[src/rtl/nextpc_pkg.sv]
package nextpc_pkg;
  localparam int OPC_W   = 7;
  localparam int F3_W    = 3;
  localparam int RIDX_W  = 5;
  localparam int OFFB_W  = 13;
  localparam int OFFJ_W  = 21;
  localparam int OFFI_W  = 12;

  localparam logic [OPC_W-1:0] OPC_BRANCH = 7'h63;
  localparam logic [OPC_W-1:0] OPC_JUMP   = 7'h6F;
  localparam logic [OPC_W-1:0] OPC_REGJMP = 7'h67;

  typedef enum logic [1:0] {
    TGT_SEQ = 2'd0,
    TGT_BR  = 2'd1,
    TGT_JMP = 2'd2,
    TGT_REG = 2'd3
  } tgtSel_e;

  typedef struct packed {
    tgtSel_e tgtSel;
    logic    linkWr;
  } ctrlStrobe_t;

  typedef struct packed {
    logic eq;
    logic ltS;
    logic ltU;
  } cmpFlags_t;
endpackage

[src/rtl/nextpc_ctrl.sv]
module nextpc_ctrl
  import nextpc_pkg::*;
(
  input  logic [OPC_W-1:0]  opcode,
  input  logic [F3_W-1:0]   funct3,
  input  logic [RIDX_W-1:0] rdIdx,
  input  cmpFlags_t         cmpFlags,
  output ctrlStrobe_t       strobe
);
  logic isBranch;
  logic isJump;
  logic isRegJmp;
  logic condTrue;

  always_comb begin
    isBranch = (opcode == OPC_BRANCH);
    isJump   = (opcode == OPC_JUMP);
    isRegJmp = (opcode == OPC_REGJMP) && (funct3 == 3'd0);
  end

  always_comb begin
    unique case (funct3)
      3'd0:    condTrue = cmpFlags.eq;
      3'd1:    condTrue = !cmpFlags.eq;
      3'd4:    condTrue = cmpFlags.ltS;
      3'd5:    condTrue = !cmpFlags.ltS;
      3'd6:    condTrue = cmpFlags.ltU;
      3'd7:    condTrue = !cmpFlags.ltU;
      default: condTrue = 1'b0;
    endcase
  end

  always_comb begin
    strobe.tgtSel = TGT_SEQ;
    strobe.linkWr = 1'b0;
    if (isJump) begin
      strobe.tgtSel = TGT_JMP;
      strobe.linkWr = (rdIdx != '0);
    end else if (isRegJmp) begin
      strobe.tgtSel = TGT_REG;
      strobe.linkWr = (rdIdx != '0);
    end else if (isBranch && condTrue) begin
      strobe.tgtSel = TGT_BR;
    end
  end

  always_comb begin
    if (strobe.linkWr) begin
      AST_LINK_RD_NONZERO: assert (rdIdx != '0);
      AST_LINK_ONLY_JUMPS: assert (opcode != OPC_BRANCH);
    end
    if (opcode == OPC_BRANCH && (funct3 == 3'd2 || funct3 == 3'd3)) begin
      AST_RESERVED_COND: assert (strobe.tgtSel == TGT_SEQ);
    end
  end
endmodule

[src/rtl/nextpc_dp.sv]
module nextpc_dp
  import nextpc_pkg::*;
#(
  parameter int XLEN = 32
) (
  input  logic [XLEN-1:0]   pcCur,
  input  logic [XLEN-1:0]   rs1Val,
  input  logic [XLEN-1:0]   rs2Val,
  input  logic [OFFB_W-1:0] offB,
  input  logic [OFFJ_W-1:0] offJ,
  input  logic [OFFI_W-1:0] offI,
  input  ctrlStrobe_t       strobe,
  output cmpFlags_t         cmpFlags,
  output logic [XLEN-1:0]   nextPc,
  output logic              taken,
  output logic [XLEN-1:0]   linkVal,
  output logic              misaligned
);
  localparam int INSTR_BYTES = 4;
  localparam logic [XLEN-1:0] EVEN_MASK = ~{{(XLEN-1){1'b0}}, 1'b1};

  logic [XLEN-1:0] pcPlus4;
  logic [XLEN-1:0] extB;
  logic [XLEN-1:0] extJ;
  logic [XLEN-1:0] extI;
  logic [XLEN-1:0] tgtBr;
  logic [XLEN-1:0] tgtJmp;
  logic [XLEN-1:0] tgtReg;

  always_comb begin
    cmpFlags.eq  = (rs1Val == rs2Val);
    cmpFlags.ltS = ($signed(rs1Val) < $signed(rs2Val));
    cmpFlags.ltU = (rs1Val < rs2Val);
  end

  always_comb begin
    extB = {{(XLEN-OFFB_W){offB[OFFB_W-1]}}, offB} & EVEN_MASK;
    extJ = {{(XLEN-OFFJ_W){offJ[OFFJ_W-1]}}, offJ} & EVEN_MASK;
    extI = {{(XLEN-OFFI_W){offI[OFFI_W-1]}}, offI};
  end

  always_comb begin
    pcPlus4 = pcCur + XLEN'(INSTR_BYTES);
    tgtBr   = pcCur + extB;
    tgtJmp  = pcCur + extJ;
    tgtReg  = (rs1Val + extI) & EVEN_MASK;
  end

  always_comb begin
    unique case (strobe.tgtSel)
      TGT_BR:  nextPc = tgtBr;
      TGT_JMP: nextPc = tgtJmp;
      TGT_REG: nextPc = tgtReg;
      default: nextPc = pcPlus4;
    endcase
    taken      = (strobe.tgtSel != TGT_SEQ);
    linkVal    = pcPlus4;
    misaligned = taken && nextPc[1];
  end

  always_comb begin
    if (!taken) begin
      AST_SEQ_ADVANCE: assert (nextPc == pcCur + XLEN'(INSTR_BYTES));
    end
    if (taken) begin
      AST_TAKEN_EVEN: assert (nextPc[0] == 1'b0);
    end
    if (misaligned) begin
      AST_MISALIGN_TAKEN: assert (taken && nextPc[1]);
    end
  end
endmodule

[src/rtl/nextpc_unit.sv]
module nextpc_unit
  import nextpc_pkg::*;
#(
  parameter int XLEN = 32
) (
  input  logic [XLEN-1:0]   pcCur,
  input  logic [OPC_W-1:0]  opcode,
  input  logic [F3_W-1:0]   funct3,
  input  logic [RIDX_W-1:0] rdIdx,
  input  logic [XLEN-1:0]   rs1Val,
  input  logic [XLEN-1:0]   rs2Val,
  input  logic [OFFB_W-1:0] offB,
  input  logic [OFFJ_W-1:0] offJ,
  input  logic [OFFI_W-1:0] offI,
  output logic [XLEN-1:0]   nextPc,
  output logic              taken,
  output logic [XLEN-1:0]   linkVal,
  output logic              linkWe,
  output logic              misaligned
);
  ctrlStrobe_t strobe;
  cmpFlags_t   cmpFlags;

  nextpc_ctrl u_ctrl (
    .opcode   (opcode),
    .funct3   (funct3),
    .rdIdx    (rdIdx),
    .cmpFlags (cmpFlags),
    .strobe   (strobe)
  );

  nextpc_dp #(.XLEN(XLEN)) u_dp (
    .pcCur      (pcCur),
    .rs1Val     (rs1Val),
    .rs2Val     (rs2Val),
    .offB       (offB),
    .offJ       (offJ),
    .offI       (offI),
    .strobe     (strobe),
    .cmpFlags   (cmpFlags),
    .nextPc     (nextPc),
    .taken      (taken),
    .linkVal    (linkVal),
    .misaligned (misaligned)
  );

  assign linkWe = strobe.linkWr;

  always_comb begin
    if (linkWe) begin
      AST_LINK_IMPLIES_TAKEN: assert (taken);
    end
  end
endmodule

[config.mk]
export PLATFORM = sky130hd
export DESIGN_NAME = nextpc_unit
export DESIGN_NICKNAME = d
export VERILOG_FILES = /design/src/rtl/nextpc_pkg.sv /design/src/rtl/nextpc_ctrl.sv /design/src/rtl/nextpc_dp.sv /design/src/rtl/nextpc_unit.sv
export SDC_FILE = /design/constraint.sdc
export NUM_CORES = 1
export LEC_CHECK = 0
export BUFFER_PORTS_ARGS = -buffer_cell sky130_fd_sc_hd__buf_2
export CAP_MARGIN = 20
export CORE_ASPECT_RATIO = 0.6
export CORE_MARGIN = 2
export CORE_UTILIZATION = 40
export DETAILED_ROUTE_END_ITERATION = 6
export PLACE_DENSITY_LB_ADDON = 0.1
export SYNTH_ARGS = -nofsm -noshare
export SYNTH_HDL_FRONTEND = slang
export SYNTH_SLANG_ARGS = --single-unit
[constraint.sdc]
create_clock -name vclk -period 10.13
set_clock_uncertainty 0.05 [all_clocks]
set_input_delay 2.026 -clock vclk [all_inputs]
set_output_delay 2.026 -clock vclk [all_outputs]
set_load 0.05 [all_outputs]
==> impl_metrics.env, run 1 <==
export IMPL_start_kind="input pin"
export IMPL_gp_congestion=0.9039
export IMPL_netlist_area_leader_share_pct=22.68
export IMPL_synth_sequential_area_ratio_pct=0
export IMPL_grt_overflow=0
export IMPL_count_of_final_hold_check_violations=0
export IMPL_core_rowCount=33
export IMPL_design_seq_count=0
export IMPL_detail_route_iter0_violations=436
export IMPL_power_density_nw_per_um2=57.82
export IMPL_n_antenna_cell=0
export IMPL_power_mw=0.4068
export IMPL_critPathSlowestCell="sky130_fd_sc_hd__fa_1"
export IMPL_groute_usage_overall_pct=24.43
export IMPL_fin_hold_ws_ns=4.306
export IMPL_report_final_setup_viol=0
export IMPL_worst_hold_path_type="input pin to output port"
export IMPL_routed_wl_mm=19.36
export IMPL_drt_pre_antenna_iters=5
export IMPL_post_cts_buffers=0
export IMPL_floorplan_die_height_um=95.88
export IMPL_timing_final_crit_share_pct=97.07
export IMPL_clock_buffer_instance_count_of_the_final_layout=0
export IMPL_vias=6888
export IMPL_max_freq_mhz=101.7
export IMPL_timing_final_max_slew_violations=0
export IMPL_vdd_drop_max_mv=0.03835
export IMPL_post_route_min_period_ns=9.833
export IMPL_final_antenna_net_count=0
export IMPL_top_area_cells_in_the_synthesized_netlist="sky130_fd_sc_hd__ha_1 23%, sky130_fd_sc_hd__xnor2_1 7.8%, sky130_fd_sc_hd__a21oi_1 6.3%, sky130_fd_sc_hd__nand2_1 5.7%, sky130_fd_sc_hd__nor2_1 5.1%"
export IMPL_path_class="input pin to output port"
export IMPL_avgViaCountPerCell=5.586
export IMPL_post_dp_cell_area_um2=7029
export IMPL_worstPathCellList="buf_2 > ha_1 > a211o_1 > a21oi_1 > o21ai_0 > a41o_1 > a21oi_1 > nand4_1 > and3_1 > nor3_1 > ha_2 > mux2_2 > ha_1 > fa_1 > a211oi_1 > nor2_1 > a31oi_1 > o21ai_1 > a31oi_1 > nand2b_1 > mux2i_1 > o41a_1 > buf_2"
export IMPL_cp_end_kind="output port"
export IMPL_synth_yosys_warnings=0
export IMPL_num_io_pins=224
export IMPL_mappedNetlistNets=1085
export IMPL_fp_dieArea_um2=15070
export IMPL_area_growth_synth_to_final_pct=25.03
export IMPL_tightestPinTransition_ns=0.8057
export IMPL_critPathMaxFanout=7
export IMPL_grt_antenna_before_repair=1
export IMPL_post_place_cells=1233
export IMPL_stdcell_area_um2=7037
export IMPL_slew_headroom_pct=46.29
export IMPL_design_core_area_um2=13710
export IMPL_layout_commonest_cell="sky130_fd_sc_hd__buf_2"
export IMPL_drt_drc_violations_left=0
export IMPL_place_hpwl_mm=16.81
export IMPL_layout_drive_gt1_share_pct=26.61
export IMPL_io_buffer_count=222
export IMPL_start_util_pct=41.06
export IMPL_floorplan_die_width_um=157.1
export IMPL_timing_max_cap_violations=0
export IMPL_grt_start_max_net_pins=34
export IMPL_status="finished clean"
export IMPL_synth_area_per_cell_um2=6.830
export IMPL_final_instance_count_excl_fill=1233
export IMPL_synthCells=824
export IMPL_ff_latch_area_um2=0
export IMPL_fillers=1448
export IMPL_yosys_area_top_type="sky130_fd_sc_hd__ha_1"
export IMPL_grt_setup_unrepaired="no"
export IMPL_crit_buf_inv=2
export IMPL_critical_path_max_stage_delay_ns=0.43
export IMPL_final_cell_mix="222 x sky130_fd_sc_hd__buf_2, 101 x sky130_fd_sc_hd__ha_1, 85 x sky130_fd_sc_hd__nand2_1"
export IMPL_summed_negative_setup_slack_over_all_endpoints_ns=0
export IMPL_first_global_vias=6010
export IMPL_grt_pass1_wl_mm=30.19
export IMPL_timing_critical_path_arrival_ns=7.76
export IMPL_data_required_time_of_the_critical_path_ns=8.05
export IMPL_mappedNetlistArea_um2=5628
export IMPL_yosys_cell_types_count=68
export IMPL_post_drt_wl_per_cell_um=15.70
export IMPL_cp_top_family="compound AO/OA/AOI/OAI gates"
export IMPL_cellLeakagePower_nw=3.500
export IMPL_finalNetCount=1304
==> worst paths after layout <==
kind | from | endpoint | slack, ns | depth (start not counted)
max | rs1Val[27] | nextPc[29] | 0.30 | 23
min | pcCur[0] | linkVal[0] | 4.31 | 2
==> layer usage <==
metal	vias to the layer above	track usage, %	share of wire, %
li1	3489	-	-
met1	3130	37.34	52
met2	257	39.22	41
met3	10	1.396	6.6
met4	2	1.439	0.60
met5	-	0	0.067
==> timing repair <==
action	4_1_cts	5_1_grt
hold buffers	0	0
gates resized for setup	0	2
setup endpoints to repair	0	4
==> cell type report <==
type               instances  area (um^2)  share of cell area [%]
inverters                 52        195.2                   2.774
multi-input cells        746         5333                   75.78
well taps                192        240.2                   3.414
repair buffers           243         1269                   18.03
==> Yosys cell counts (7+ instances only) <==
cell type / instances
sky130_fd_sc_hd__o211ai_1: 9
sky130_fd_sc_hd__a221oi_1: 13
sky130_fd_sc_hd__a21boi_0: 9
sky130_fd_sc_hd__o21bai_1: 10
sky130_fd_sc_hd__and2_1: 8
sky130_fd_sc_hd__and4_1: 7
sky130_fd_sc_hd__o21ai_0: 35
sky130_fd_sc_hd__nand4_1: 20
sky130_fd_sc_hd__and3_1: 12
sky130_fd_sc_hd__xor2_1: 28
sky130_fd_sc_hd__nand2b_1: 7
sky130_fd_sc_hd__ha_1: 102
sky130_fd_sc_hd__a21oi_1: 71
sky130_fd_sc_hd__nand2_1: 85
sky130_fd_sc_hd__a211oi_1: 11
sky130_fd_sc_hd__o21a_1: 12
sky130_fd_sc_hd__nand3_1: 27
sky130_fd_sc_hd__clkbuf_1: 22
sky130_fd_sc_hd__inv_1: 51
sky130_fd_sc_hd__xnor2_1: 50
sky130_fd_sc_hd__or2_2: 7
sky130_fd_sc_hd__nor3_1: 21
sky130_fd_sc_hd__mux2_2: 11
sky130_fd_sc_hd__a31oi_1: 14
sky130_fd_sc_hd__nor2_1: 76
sky130_fd_sc_hd__a21o_1: 22
==> where the power goes <==
part	internal, mW	total [mW]	leakage (nW)	switching, mW
sequential	0	0	0	0
clock	0	0	0	0
combinational	0.157	0.407	3.50	0.249
==> stage by stage <==
| stage | worst slack (ns) | utilization [%] |
|---|---|---|
| after detailed placement | 0.3280 | 51.28 |
| after floorplan | 0.2469 | - |
| after global routing | 0.02469 | 51.33 |
| after global placement | 0.3211 | 51.28 |
| final | 0.2973 | 51.33 |
| after CTS | 0.2957 | 51.28 |
==> logic make-up (layout without fill, tap and decap cells) <==
kind of cell	Yosys count	after routing	share of synthesized area [%]
xor gates and xnor gates	78	78	12.14
adders and majority gates	104	104	23.39
buffers and inverters	78	295	5.380
and+or+nand+nor	294	294	25.17
AOI/OAI and AO/OA	255	255	31.01
muxes	15	15	2.912
(Power assumes the default switching activity.)
==> run 2: changes to the inputs <==
--- a/config.mk
+++ b/config.mk
@@ -9,9 +9,10 @@
 export CAP_MARGIN = 20
 export CORE_ASPECT_RATIO = 0.6
 export CORE_MARGIN = 2
-export CORE_UTILIZATION = 40
+export CORE_UTILIZATION = 52
 export DETAILED_ROUTE_END_ITERATION = 6
 export PLACE_DENSITY_LB_ADDON = 0.1
+export SETUP_SLACK_MARGIN = 0.4
 export SYNTH_ARGS = -nofsm -noshare
 export SYNTH_HDL_FRONTEND = slang
 export SYNTH_SLANG_ARGS = --single-unit
==> impl_metrics.env, run 2 (synthesis results as in run 1) <==
export IMPL_status="finished clean"
export IMPL_final_instance_count_excl_fill=1178
export IMPL_timing_max_cap_violations=0
export IMPL_cellLeakagePower_nw=3.503
export IMPL_report_final_setup_viol=0
export IMPL_avgViaCountPerCell=5.891
export IMPL_place_hpwl_mm=15.75
export IMPL_power_mw=0.4058
export IMPL_vdd_drop_max_mv=0.03564
export IMPL_detail_route_iter0_violations=423
export IMPL_start_kind="input pin"
export IMPL_n_antenna_cell=0
export IMPL_routed_wl_mm=18.40
export IMPL_post_route_min_period_ns=9.491
export IMPL_worstPathCellList="buf_2 > ha_1 > nand4_1 > nor4_1 > buf_4 > o21a_1 > a31oi_2 > a31o_2 > a21boi_0 > nor3_4 > ha_4 > buf_4 > mux2_2 > ha_1 > a211oi_1 > o211ai_1 > a21oi_1 > nor3_1 > a21oi_1 > o21ai_0 > xnor2_1 > o31ai_1 > clkbuf_4"
export IMPL_gp_congestion=0.9171
export IMPL_floorplan_die_height_um=84.59
export IMPL_critPathSlowestCell="sky130_fd_sc_hd__a21boi_0"
export IMPL_timing_critical_path_arrival_ns=7.42
export IMPL_tightestPinTransition_ns=0.8052
export IMPL_design_seq_count=0
export IMPL_ff_latch_area_um2=0
export IMPL_post_dp_cell_area_um2=6955
export IMPL_fin_hold_ws_ns=4.307
export IMPL_post_drt_wl_per_cell_um=15.62
export IMPL_grt_overflow=0
export IMPL_summed_negative_setup_slack_over_all_endpoints_ns=0
export IMPL_grt_start_max_net_pins=35
export IMPL_max_freq_mhz=105.4
export IMPL_timing_final_crit_share_pct=93.69
export IMPL_critical_path_max_stage_delay_ns=0.41
export IMPL_vias=6940
export IMPL_worst_hold_path_type="input pin to output port"
export IMPL_timing_final_max_slew_violations=0
export IMPL_start_util_pct=53.30
export IMPL_stdcell_area_um2=7019
export IMPL_io_buffer_count=222
export IMPL_path_class="input pin to output port"
export IMPL_core_rowCount=29
export IMPL_critPathMaxFanout=12
export IMPL_worst_hold_path_num_cells=2
export IMPL_num_io_pins=224
export IMPL_clock_buffer_instance_count_of_the_final_layout=0
export IMPL_post_place_cells=1178
export IMPL_drt_drc_violations_left=0
export IMPL_count_of_final_hold_check_violations=0
export IMPL_placement_setup_worst_slack_ns=0.2374
export IMPL_grt_antenna_before_repair=0
export IMPL_layout_commonest_cell="sky130_fd_sc_hd__buf_2"
export IMPL_cp_end_kind="output port"
export IMPL_area_growth_synth_to_final_pct=24.72
export IMPL_final_antenna_net_count=0
export IMPL_slew_headroom_pct=46.32
export IMPL_first_global_vias=6211
export IMPL_grt_setup_unrepaired="no"
export IMPL_power_density_nw_per_um2=57.82
export IMPL_data_required_time_of_the_critical_path_ns=8.05
export IMPL_final_cell_mix="221 x sky130_fd_sc_hd__buf_2, 101 x sky130_fd_sc_hd__ha_1, 85 x sky130_fd_sc_hd__nand2_1"
export IMPL_fp_dieArea_um2=11700
export IMPL_setup_slack_ns=0.6389
export IMPL_design_core_area_um2=10560
export IMPL_final_util_pct=66.48
export IMPL_layout_drive_gt1_share_pct=27.24
export IMPL_groute_usage_overall_pct=29.74
export IMPL_floorplan_die_width_um=138.3
export IMPL_grt_pass1_wl_mm=29.94
export IMPL_drt_pre_antenna_iters=5
export IMPL_finalNetCount=1302
run 2: what timing repair did:
action / CTS / global route
resized for setup: 3 / 10
pin swaps: 1 / 0
buffers inserted: 0 / 0
endpoints found under the setup margin: 9 / 18
hold buffers: 0 / 0
run 2: cell type report:
cell class	instances	area, um^2
Multi-Input combinational cell	746	5394
Fill cell	1014	3540
Timing Repair Buffer	241	1256
Inverter	52	195.2
Tap cell	139	173.9
run 2: metal layers:
metal	vias to the layer above	global-route usage [%]	routed length (um)
met5	-	0	0
met4	0	3.247	142
met3	15	3.195	1383
met2	261	47.88	7819
met1	3173	44.07	9049
li1	3491	-	-
run 2: critical path: cells and delay by family:
family / cells / cell delay [ns]
multiplexers: 1 / 0.32
AO/OA/AOI/OAI: 10 / 2.46
buffers and inverters: 4 / 0.80
AND/OR/NAND/NOR: 4 / 0.73
XOR/XNOR: 1 / 0.15
adder cells (fa/ha/maj): 3 / 0.93
run 2: worst paths after layout:
kind         end  slack (ns)  startpoint
max   nextPc[26]        0.64  rs1Val[31]
min   linkVal[0]        4.31    pcCur[0]
run 2: report_power, final:
group          internal (mW)  total, mW  switching [mW]
logic                  0.157      0.406           0.249
clock network              0          0               0
registers                  0          0               0
total                  0.157      0.406           0.249
==> run 3: changes to the inputs <==
--- a/config.mk
+++ b/config.mk
@@ -9,10 +9,11 @@
 export CAP_MARGIN = 20
 export CORE_ASPECT_RATIO = 0.6
 export CORE_MARGIN = 2
-export CORE_UTILIZATION = 52
+export CORE_UTILIZATION = 55
 export DETAILED_ROUTE_END_ITERATION = 6
 export PLACE_DENSITY_LB_ADDON = 0.1
 export SETUP_SLACK_MARGIN = 0.4
 export SYNTH_ARGS = -nofsm -noshare
 export SYNTH_HDL_FRONTEND = slang
+export SYNTH_HIERARCHICAL = 1
 export SYNTH_SLANG_ARGS = --single-unit
==> constraint.sdc (replaced) <==
create_clock -name vclk -period 11.6
set_clock_uncertainty 0.05 [all_clocks]
set_input_delay 2.32 -clock vclk [all_inputs]
set_output_delay 2.32 -clock vclk [all_outputs]
set_load 0.05 [all_outputs]
==> impl_metrics.env, run 3 <==
export IMPL_grt_overflow=0
export IMPL_path_class="input pin to output port"
export IMPL_power_mw=0.3527
export IMPL_synthCells=771
export IMPL_layout_commonest_cell="sky130_fd_sc_hd__buf_2"
export IMPL_synth_yosys_warnings=6
export IMPL_layout_drive_gt1_share_pct=26.75
export IMPL_grt_antenna_before_repair=0
export IMPL_fillers=852
export IMPL_floorplan_die_height_um=80.48
export IMPL_max_freq_mhz=91.70
export IMPL_cellLeakagePower_nw=3.515
export IMPL_cp_end_kind="output port"
export IMPL_start_kind="input pin"
export IMPL_tightestPinTransition_ns=1.046
export IMPL_sequentialPowerShare_pct=0
export IMPL_fp_dieArea_um2=10580
export IMPL_timing_final_crit_share_pct=94.01
export IMPL_hold_buffers=0
export IMPL_vias=6522
export IMPL_detail_route_iter0_violations=787
export IMPL_core_rowCount=27
export IMPL_yosys_cell_types_count=64
export IMPL_worst_hold_path_type="input pin to output port"
export IMPL_critical_path_max_stage_delay_ns=0.43
export IMPL_grt_start_max_net_pins=38
export IMPL_groute_usage_overall_pct=30.91
export IMPL_routed_wl_mm=17.47
export IMPL_yosys_area_top_type="sky130_fd_sc_hd__ha_1"
export IMPL_num_io_pins=224
export IMPL_multi_input_combinational_cell_area_um2=5117
export IMPL_design_core_area_um2=9324
export IMPL_switching_share_pct=61.71
export IMPL_grt_pass1_wl_mm=27.25
export IMPL_ff_latch_area_um2=0
export IMPL_post_cts_buffers=0
export IMPL_report_final_setup_viol=0
export IMPL_post_drt_wl_per_cell_um=15.85
export IMPL_power_density_nw_per_um2=53.20
export IMPL_crit_buf_inv=3
export IMPL_summed_negative_setup_slack_over_all_endpoints_ns=0
export IMPL_final_util_pct=71.10
export IMPL_grt_setup_unrepaired="yes"
export IMPL_slew_headroom_pct=30.27
export IMPL_clock_buffer_instance_count_of_the_final_layout=0
export IMPL_area_growth_synth_to_final_pct=23.64
export IMPL_timing_max_cap_violations=0
export IMPL_timing_final_max_slew_violations=0
export IMPL_floorplan_die_width_um=131.5
export IMPL_netlist_area_leader_share_pct=23.80
export IMPL_cts_resized=1
export IMPL_top_area_cells_in_the_synthesized_netlist="sky130_fd_sc_hd__ha_1 24%, sky130_fd_sc_hd__xnor2_1 8.8%, sky130_fd_sc_hd__a21o_1 6.0%, sky130_fd_sc_hd__a21oi_1 5.7%, sky130_fd_sc_hd__nand2_1 5.3%"
export IMPL_power_combinational_fraction_pct=100.0
export IMPL_critPathMaxFanout=4
export IMPL_design_seq_count=0
export IMPL_netSwitchingPower_mw=0.2176
export IMPL_data_required_time_of_the_critical_path_ns=9.23
export IMPL_clkPwrFrac_pct=0
export IMPL_gp_congestion=0.9599
export IMPL_cp_top_family="compound AO/OA/AOI/OAI gates"
export IMPL_synth_area_per_cell_um2=6.954
export IMPL_critPathSlowestCell="sky130_fd_sc_hd__or4_1"
export IMPL_drt_pre_antenna_iters=5
export IMPL_avgViaCountPerCell=5.918
export IMPL_mappedNetlistNets=1032
export IMPL_mappedNetlistArea_um2=5361
export IMPL_synth_sequential_area_ratio_pct=0
export IMPL_n_antenna_cell=0
export IMPL_final_cell_mix="220 x sky130_fd_sc_hd__buf_2, 102 x sky130_fd_sc_hd__ha_1, 75 x sky130_fd_sc_hd__nand2_1"
export IMPL_first_global_vias=5638
export IMPL_place_hpwl_mm=14.88
export IMPL_post_route_min_period_ns=10.91
export IMPL_finalNetCount=1235
export IMPL_io_buffer_count=222
export IMPL_vdd_drop_max_mv=0.02675
export IMPL_timing_critical_path_arrival_ns=8.54
export IMPL_timing_critical_path_mode_cell="sky130_fd_sc_hd__a21o_1"
export IMPL_synth_top_cells_by_count="102 x sky130_fd_sc_hd__ha_1, 75 x sky130_fd_sc_hd__nand2_1, 67 x sky130_fd_sc_hd__nor2_1"
export IMPL_internal_power_mw=0.1350
export IMPL_count_of_final_hold_check_violations=0
export IMPL_drt_drc_violations_left=0
export IMPL_final_antenna_net_count=0
export IMPL_synth_most_common_cell="sky130_fd_sc_hd__ha_1"
export IMPL_start_util_pct=57.50
export IMPL_status="finished clean"
==> run 3: cell count changes in the layout (fill, tap and decap cells not counted), sizes merged, moves of 7 or more <==
cell / change
a21o: +20
buf: -17
a21oi: -10
nand2: -10
a21boi: -9
nor3: -9
nor2: -8
nand4: -7
==> run 3: final timing paths <==
kind / end / cells after the start / startpoint / slack (ns)
hold / removal: linkVal[0] / 2 / pcCur[0] / 4.89
setup / recovery: nextPc[29] / 29 / rs1Val[17] / 0.69
==> run 3: power by group through the flow <==
stage                     Clock [mW]  Combinational (mW)  Sequential [mW]
after floorplan                    0               0.242                0
after global placement             0               0.335                0
after detailed placement           0               0.338                0
after CTS                          0               0.341                0
after global routing               0               0.383                0
final                              0               0.353                0
==> run 3: layer usage <==
layer	wire length, um	GRT usage [%]
met1	8864	48.09
met2	6652	45.29
met4	179	3.043
met3	1771	4.356
met5	0	0
==> run 3: cell type report <==
type | count | area share [%]
timing repair buffer | 225 | 17.18
multi-input combinational | 691 | 77.20
inverter | 56 | 3.171
tap | 130 | 2.454
==> run 3: kinds of logic after synthesis <==
kind of cell / after synthesis / share of synthesized area [%]
AO/OA/AOI/OAI: 241 / 30.74
XOR/XNOR: 84 / 13.72
buffers and inverters: 80 / 5.741
AND/OR/NAND/NOR: 247 / 22.17
adder cells (fa/ha/maj): 104 / 24.55
multiplexers: 15 / 3.081
==> run 3: metrics by stage <==
| stage | area [um^2] | cells | hold WS [ns] | setup slack, ns |
|---|---|---|---|---|
| finish | 6629 | 1102 | 4.893 | 0.6946 |
| CTS | 6566 | 1102 | 4.893 | 0.4468 |
| global placement | 6560 | 1102 | 4.892 | 0.3652 |
| floorplan | 5361 | 771 | 4.757 | 0.4280 |
| detailed placement | 6560 | 1102 | 4.893 | 0.2899 |
| global route | 6629 | 1102 | 4.898 | 0.3071 |
